==> src/rtl/ee_reader_pkg.sv <==
package ee_reader_pkg;

    typedef enum logic [2:0] {
        ST_IDLE,
        ST_SEL,
        ST_OPC,
        ST_ADR,
        ST_DAT,
        ST_DESEL,
        ST_FIN
    } ee_state_t;

    typedef enum logic [1:0] {
        PH_SET,
        PH_HI,
        PH_LO
    } ee_phase_t;

    // start bit, then read opcode; bit 2 goes out first
    localparam logic [2:0] RD_CMD = 3'b110;

endpackage

==> src/rtl/ee_phase_timer.sv <==
module ee_phase_timer #(
    parameter int DIV_W = 8
) (
    input  logic             clk,
    input  logic             rst_n,
    input  logic             run,
    input  logic [DIV_W-1:0] div,
    output logic             tick
);

    logic [DIV_W-1:0] cnt;

    assign tick = run && (cnt >= div);

    always_ff @(posedge clk) begin
        if (!rst_n || !run || tick) begin
            cnt <= '0;
        end else begin
            cnt <= cnt + 1'b1;
        end
    end

endmodule

==> src/rtl/ee_word_shifter.sv <==
module ee_word_shifter #(
    parameter int W = 16
) (
    input  logic         clk,
    input  logic         rst_n,
    input  logic         load,
    input  logic [W-1:0] load_val,
    input  logic         shift,
    input  logic         sin,
    output logic [W-1:0] q
);

    always_ff @(posedge clk) begin
        if (!rst_n) begin
            q <= '0;
        end else if (load) begin
            q <= load_val;
        end else if (shift) begin
            q <= {q[W-2:0], sin};
        end
    end

endmodule

==> src/rtl/ee_sum_check.sv <==
module ee_sum_check #(
    parameter int W = 16
) (
    input  logic         clk,
    input  logic         rst_n,
    input  logic         clear,
    input  logic         add,
    input  logic [W-1:0] val,
    output logic [W-1:0] sum
);

    always_ff @(posedge clk) begin
        if (!rst_n || clear) begin
            sum <= '0;
        end else if (add) begin
            sum <= sum + val;
        end
    end

    // the running sum moves only on a clear or an added word
    a_r8_sum_moves_on_add: assert property (@(posedge clk) disable iff (!rst_n)
        (!$past(add) && !$past(clear)) |-> $stable(sum));

endmodule

==> src/rtl/ee_auto_reader.sv <==
module ee_auto_reader
    import ee_reader_pkg::*;
#(
    parameter int          AW_MAX  = 8,
    parameter int          DIV_W   = 8,
    parameter int          WORD_W  = 16,
    parameter logic [15:0] SIG_VAL = 16'hBABA,
    localparam int         AWC_W   = $clog2(AW_MAX + 1)
) (
    input  logic              clk,
    input  logic              rst_n,
    input  logic              start,
    input  logic [DIV_W-1:0]  phase_div,
    output logic              ee_cs,
    output logic              ee_sk,
    output logic              ee_di,
    input  logic              ee_do,
    output logic              busy,
    output logic              done,
    output logic              word_vld,
    output logic [AW_MAX-1:0] word_idx,
    output logic [WORD_W-1:0] word_dat,
    output logic [AWC_W-1:0]  addr_width,
    output logic              sum_ok,
    output logic              det_err
);

    localparam int              BC_MAX = (WORD_W > AW_MAX) ? WORD_W : AW_MAX;
    localparam int              BC_W   = $clog2(BC_MAX);
    localparam logic [AWC_W-1:0] AWM   = AWC_W'(AW_MAX);

    ee_state_t          st;
    ee_phase_t          ph;
    logic [BC_W-1:0]    bcnt;
    logic [AWC_W-1:0]   nsh;
    logic [AWC_W-1:0]   aw;
    logic [AW_MAX-1:0]  addr;
    logic               det_pass;
    logic               abort;

    logic               tick;
    logic               run;
    logic [AW_MAX-1:0]  adr_q;
    logic [WORD_W-1:0]  dat_q;
    logic [WORD_W-1:0]  sum;
    logic               accept;
    logic               in_bit;
    logic               adr_load;
    logic               adr_shift;
    logic               dat_shift;
    logic [AW_MAX-1:0]  adr_init;
    logic [AW_MAX-1:0]  last_addr;

    assign run       = (st != ST_IDLE) && (st != ST_FIN);
    assign accept    = (st == ST_IDLE) && start;
    assign in_bit    = (st == ST_OPC) || (st == ST_ADR) || (st == ST_DAT);
    assign adr_load  = tick && (st == ST_OPC) && (ph == PH_LO) && (bcnt == '0);
    assign adr_shift = tick && (st == ST_ADR) && (ph == PH_LO);
    assign dat_shift = tick && (st == ST_DAT) && (ph == PH_HI);
    assign adr_init  = det_pass ? '0 : (addr << (AWM - aw));
    assign last_addr = {AW_MAX{1'b1}} >> (AWM - aw);

    ee_phase_timer #(.DIV_W(DIV_W)) u_timer (
        .clk  (clk),
        .rst_n(rst_n),
        .run  (run),
        .div  (phase_div),
        .tick (tick)
    );

    ee_word_shifter #(.W(AW_MAX)) u_adr_sh (
        .clk     (clk),
        .rst_n   (rst_n),
        .load    (adr_load),
        .load_val(adr_init),
        .shift   (adr_shift),
        .sin     (1'b0),
        .q       (adr_q)
    );

    ee_word_shifter #(.W(WORD_W)) u_dat_sh (
        .clk     (clk),
        .rst_n   (rst_n),
        .load    (1'b0),
        .load_val('0),
        .shift   (dat_shift),
        .sin     (ee_do),
        .q       (dat_q)
    );

    ee_sum_check #(.W(WORD_W)) u_sum (
        .clk  (clk),
        .rst_n(rst_n),
        .clear(accept),
        .add  (word_vld),
        .val  (word_dat),
        .sum  (sum)
    );

    // state register and datapath
    always_ff @(posedge clk) begin
        if (!rst_n) begin
            st         <= ST_IDLE;
            ph         <= PH_SET;
            bcnt       <= '0;
            nsh        <= '0;
            aw         <= '0;
            addr       <= '0;
            det_pass   <= 1'b0;
            abort      <= 1'b0;
            word_vld   <= 1'b0;
            word_idx   <= '0;
            word_dat   <= '0;
            addr_width <= '0;
            sum_ok     <= 1'b0;
            det_err    <= 1'b0;
        end else begin
            word_vld <= 1'b0;
            unique case (st)
                ST_IDLE: begin
                    if (start) begin
                        st         <= ST_SEL;
                        ph         <= PH_SET;
                        det_pass   <= 1'b1;
                        abort      <= 1'b0;
                        addr       <= '0;
                        aw         <= '0;
                        addr_width <= '0;
                        sum_ok     <= 1'b0;
                        det_err    <= 1'b0;
                    end
                end
                ST_SEL: begin
                    if (tick) begin
                        st   <= ST_OPC;
                        ph   <= PH_SET;
                        bcnt <= BC_W'(2);
                    end
                end
                ST_OPC, ST_ADR, ST_DAT: begin
                    if (tick) begin
                        unique case (ph)
                            PH_SET: ph <= PH_HI;
                            PH_HI:  ph <= PH_LO;
                            PH_LO: begin
                                ph <= PH_SET;
                                if (st == ST_OPC) begin
                                    if (bcnt == '0) begin
                                        st   <= ST_ADR;
                                        nsh  <= '0;
                                        bcnt <= det_pass ? BC_W'(AW_MAX - 1)
                                                         : BC_W'(aw - 1'b1);
                                    end else begin
                                        bcnt <= bcnt - 1'b1;
                                    end
                                end else if (st == ST_ADR) begin
                                    if (det_pass && !ee_do) begin
                                        aw   <= nsh + 1'b1;
                                        st   <= ST_DAT;
                                        bcnt <= BC_W'(WORD_W - 1);
                                    end else if (bcnt == '0) begin
                                        if (det_pass) begin
                                            abort <= 1'b1;
                                            st    <= ST_DESEL;
                                        end else begin
                                            st   <= ST_DAT;
                                            bcnt <= BC_W'(WORD_W - 1);
                                        end
                                    end else begin
                                        bcnt <= bcnt - 1'b1;
                                        nsh  <= nsh + 1'b1;
                                    end
                                end else begin
                                    if (bcnt == '0) begin
                                        st <= ST_DESEL;
                                        if (!det_pass) begin
                                            word_vld <= 1'b1;
                                            word_idx <= addr;
                                            word_dat <= dat_q;
                                        end
                                    end else begin
                                        bcnt <= bcnt - 1'b1;
                                    end
                                end
                            end
                            default: ph <= PH_SET;
                        endcase
                    end
                end
                ST_DESEL: begin
                    if (tick) begin
                        ph <= PH_SET;
                        if (abort) begin
                            st <= ST_FIN;
                        end else if (det_pass) begin
                            det_pass <= 1'b0;
                            addr     <= '0;
                            st       <= ST_SEL;
                        end else if (addr == last_addr) begin
                            st <= ST_FIN;
                        end else begin
                            addr <= addr + 1'b1;
                            st   <= ST_SEL;
                        end
                    end
                end
                ST_FIN: begin
                    st         <= ST_IDLE;
                    det_err    <= abort;
                    sum_ok     <= !abort && (sum == SIG_VAL);
                    addr_width <= abort ? '0 : aw;
                end
                default: st <= ST_IDLE;
            endcase
        end
    end

    // pin and status outputs
    always_comb begin
        busy  = (st != ST_IDLE);
        done  = (st == ST_FIN);
        ee_cs = (st == ST_SEL) || in_bit;
        ee_sk = in_bit && (ph == PH_HI);
        ee_di = 1'b0;
        unique case (st)
            ST_OPC:  ee_di = RD_CMD[bcnt[1:0]];
            ST_ADR:  ee_di = adr_q[AW_MAX-1];
            default: ee_di = 1'b0;
        endcase
    end

    // data toward the memory holds while the clock is high
    a_r2_di_hold_high: assert property (@(posedge clk) disable iff (!rst_n)
        (ee_sk && $past(ee_sk)) |-> $stable(ee_di));

    // the serial clock only pulses inside a selected read
    a_r7_sk_inside_cs: assert property (@(posedge clk) disable iff (!rst_n)
        ee_sk |-> ee_cs);

    // busy only falls right after the done pulse
    a_r10_busy_drop_done: assert property (@(posedge clk) disable iff (!rst_n)
        $fell(busy) |-> $past(done));

    // words are only reported during a run
    a_r5_word_in_run: assert property (@(posedge clk) disable iff (!rst_n)
        word_vld |-> (busy && !ee_cs));

    // a failed detection never reports a good image
    a_r9_err_not_ok: assert property (@(posedge clk) disable iff (!rst_n)
        det_err |-> !sum_ok);

endmodule

==> config.mk <==
export PLATFORM = sky130hd
export DESIGN_NAME = ee_auto_reader
export DESIGN_NICKNAME = d
export VERILOG_FILES = /design/src/rtl/ee_reader_pkg.sv /design/src/rtl/ee_phase_timer.sv /design/src/rtl/ee_word_shifter.sv /design/src/rtl/ee_sum_check.sv /design/src/rtl/ee_auto_reader.sv
export SDC_FILE = /design/constraint.sdc
export NUM_CORES = 1
export LEC_CHECK = 0
export CAP_MARGIN = 5
export CORE_MARGIN = 2
export CORE_UTILIZATION = 40
export DETAILED_ROUTE_END_ITERATION = 8
export DONT_BUFFER_PORTS = 1
export GPL_TIMING_DRIVEN = 0
export SYNTH_ARGS = -nofsm -noshare
export SYNTH_HDL_FRONTEND = slang
export SYNTH_SLANG_ARGS = --single-unit
==> constraint.sdc <==
create_clock -name clk -period 5.55 [get_ports clk]
set_input_delay 0.2775 -clock clk [delete_from_list [all_inputs] [get_ports clk]]
set_output_delay 0.2775 -clock clk [all_outputs]
set_load 0.01 [all_outputs]
==> flow_metrics.py <==
metrics = {
    "status": {
        "status": "finished, final reports clean",
    },
    "min_path": {
        "whs_endpoint": "u_dat_sh.q[0]",
        "min_path_type": "input port to flip-flop",
        "hp-start": "ee_do",
        "whs_path_depth": 2,
    },
    "timing": {
        "fin_worst_skew_ns": 0.00562,
        "fin_tns_setup_ns": 0,
        "slew_violations": 0,
        "timing.fmax_mhz": 287,
        "rsz0062_at_grt": "false",
        "fin_crit_ns": 3.49,
        "hold_violations": 0,
        "hold_ws_ns": 0.0856,
        "relSlewSlack_pct": 30.4,
        "setup_viol": 0,
        "tightest_slew_ns": 1.03,
        "finalCritPeriodShare_pct": 62.8,
    },
    "drt": {
        "drt-initial-drc-count": 395,
        "vias": 5288,
        "firstDrtPassIters": 5,
        "wl_per_cell_um": 17.0,
        "wirelength_um": 15800,
        "ant_nets": 0,
        "drt-vias-per-instance": 5.70,
        "remaining_drc_errors": 0,
    },
    "die": {
        "coreArea_um2": 14600,
        "row_count": 44,
        "start_util_pct": 41.0,
        "die_width_um": 126,
        "io_pins": 48,
        "die_y_um": 126,
        "dieArea_um2": 16000,
    },
    "power_and_ir_drop": {
        "finalPower_mw": 1.59,
        "powerDensity_nw_per_um2": 241,
        "ir_drop_uv": 159,
        "p_leak_nw": 2.32,
    },
    "final_layout": {
        "multi_input_area_um2": 3580,
        "utilization_pct": 45.0,
        "final_layout_size_suffix_gt1_share_pct": 6.59,
        "syn_to_final_growth_pct": 9.72,
        "final_nets": 781,
        "fin_area_um2": 6570,
        "fill_cells": 1449,
        "regArea_um2": 2120,
        "diodes": 0,
    },
    "setup_path": {
        "critPathTopFamily": "compound AO/OA/AOI/OAI gates",
        "reg2reg_depth": 11,
        "reg2reg_to": "addr[7]",
        "critical_path_class": "flip-flop to flip-flop",
        "cp_slowest_cell": "a2111oi_1",
        "worstPathArrival_ns": 3.77,
        "rr_startpoint": "aw[0]",
        "path_buf_inv": 3,
        "crit_required_ns": 5.83,
        "cp-start-kind": "flip-flop",
        "cp_cell_sequence": "buf_2 > inv_1 > ha_1 > nand2b_1 > and2_1 > buf_6 > a211o_1 > a31oi_4 > o31ai_4 > a2111oi_1 > mux2i_1",
        "max_stage_delay_ns": 0.67,
        "path_max_fanout": 10,
        "crit_path_end_kind": "flip-flop",
        "rrSetupSlack_ns": 2.06,
    },
    "synthesis": {
        "netlist_area_um2": 5990,
        "synth.area.top_cells": "dfxtp_1 35%, ha_1 6.3%, mux2i_1 6.2%",
        "ys_seq_area_share_pct": 35.4,
        "yosys.area.top_type_share_pct": 35.4,
        "synth_top_cell_by_area": "dfxtp_1",
        "ys_warn_count": 0,
        "avgSynthCellArea_um2": 8.24,
        "ys_seq_elements": 106,
        "syn-num-nets": 770,
        "synthFlopType": "dfxtp_1",
        "async_reset_ff_share_pct": 0,
        "synth_common_cells": "106 x dfxtp_1, 88 x nand2_1, 86 x nor2_1",
        "synth_cell_type_count": 76,
        "synth-edff-count": 0,
        "netlist_instances": 727,
        "yosysMostFrequentCell": "dfxtp_1",
    },
    "clocking": {
        "htreeDepth": 3,
        "cts_root_buf": "clkbuf_16",
        "cts_sinks": 106,
        "clk_latency_ns": 0.35,
        "cts_max_path_buffers": 2,
        "cts_tree": "done",
        "cts_buffers": 9,
        "cts_hold_buf": 0,
        "cts_resized": 0,
        "path_clk_slew_ns": 0.07,
        "postCtsSetupRepairBufs": 0,
    },
    "global_route": {
        "grt.total_usage_pct": 20.0,
        "antenna_found_initial": 0,
        "grt_pass1_wl_um": 25800,
        "grt_pass1_vias": 5202,
        "grt_max_degree": 18,
        "grt_overflow": 0,
    },
    "job": {
        "cap_viol_max_count": 0,
    },
    "placement": {
        "port_buffers": 0,
        "dpl_cell_area_um2": 6220,
        "dpl.hpwl_um": 12000,
        "gp_congestion": 0.920,
    },
}
cells in the final DEF, fill, tap and decap left out, types with 6 or more instances in the layout:
| master | Yosys | routed |
|---|---|---|
| a22oi_1 | 7 | 7 |
| xnor2_1 | 14 | 14 |
| buf_2 | 6 | 6 |
| xor2_1 | 11 | 11 |
| ha_1 | 30 | 30 |
| o31ai_1 | 9 | 9 |
| o21ai_0 | 21 | 21 |
| a21oi_1 | 67 | 67 |
| mux2i_1 | 37 | 37 |
| inv_1 | 28 | 28 |
| a211oi_1 | 6 | 6 |
| o211ai_1 | 6 | 6 |
| a31oi_1 | 9 | 9 |
| nand2b_1 | 10 | 10 |
| nor2b_1 | 7 | 7 |
| nand3_1 | 16 | 16 |
| clkbuf_1 | 27 | 27 |
| dfxtp_1 | 106 | 106 |
| nor2_1 | 86 | 86 |
| nand2_1 | 88 | 88 |
| a21o_1 | 7 | 7 |
| clkbuf_16 | 0 | 9 |
| nor3_1 | 22 | 22 |
registers in the layout (all words and copies together), names as in the netlist, 2 cells and up:
signal       cells
u_timer.cnt      8
word_dat        16
u_sum.sum       16
u_adr_sh.q       8
word_idx         8
addr             8
st               3
u_dat_sh.q      16
aw               4
ph               2
nsh              4
bcnt             4
addr_width       4
metrics by stage:
step / cells / worst slack (ns)
after floorplan: 727 / 2.75
after global placement: 911 / 2.18
after detailed placement: 911 / 2.14
after CTS: 927 / 2.11
after global routing: 927 / 1.94
final: 927 / 2.06
power breakdown:
| group | switching (mW) | internal, mW | leakage (nW) |
|---|---|---|---|
| combinational | 0.0587 | 0.0220 | 1.29 |
| sequential | 0.00291 | 0.763 | 0.854 |
| clock | 0.284 | 0.455 | 0.173 |
| total | 0.346 | 1.24 | 2.32 |
routing by layer:
layer  GRT usage (%)  up-vias  routed length, µm
li1                -     2625                  -
met5               0        -                  0
met4            5.62        0                255
met1            26.7     2502               7420
met2            32.4      140               7070
met3            4.89       21               1030
worst max-delay path by stage:
stage	from	end	slack [ns]	cells after the start
after floorplan	aw[0]	addr[6]	2.75	11
after global placement	aw[0]	addr[7]	2.18	11
after detailed placement	aw[0]	addr[7]	2.14	11
after CTS	aw[0]	addr[7]	2.11	11
after global routing	aw[0]	addr[7]	1.94	11
final	aw[0]	addr[7]	2.06	11
area by class of cell:
| type | instances | area share (%) |
|---|---|---|
| inverters | 29 | 1.66 |
| clock inverters | 6 | 1.71 |
| clock buffers | 10 | 3.64 |
| plain buffers | 38 | 2.65 |
| flip-flops and latches | 106 | 32.3 |
| well taps | 184 | 3.50 |
| multi-input cells | 554 | 54.5 |
logic make-up (layout without fill, tap and decap cells):
| kind of cell | after synthesis | in the layout | share of synthesized area, % |
|---|---|---|---|
| compound gates | 180 | 180 | 20.0 |
| xor+xnor | 25 | 25 | 3.66 |
| flops | 106 | 106 | 35.4 |
| buf+inv | 67 | 83 | 4.72 |
| simple gates | 278 | 278 | 22.5 |
| fa+ha+maj | 31 | 31 | 6.60 |
| mux | 40 | 40 | 7.13 |
Power figures use the tool's default switching activity.
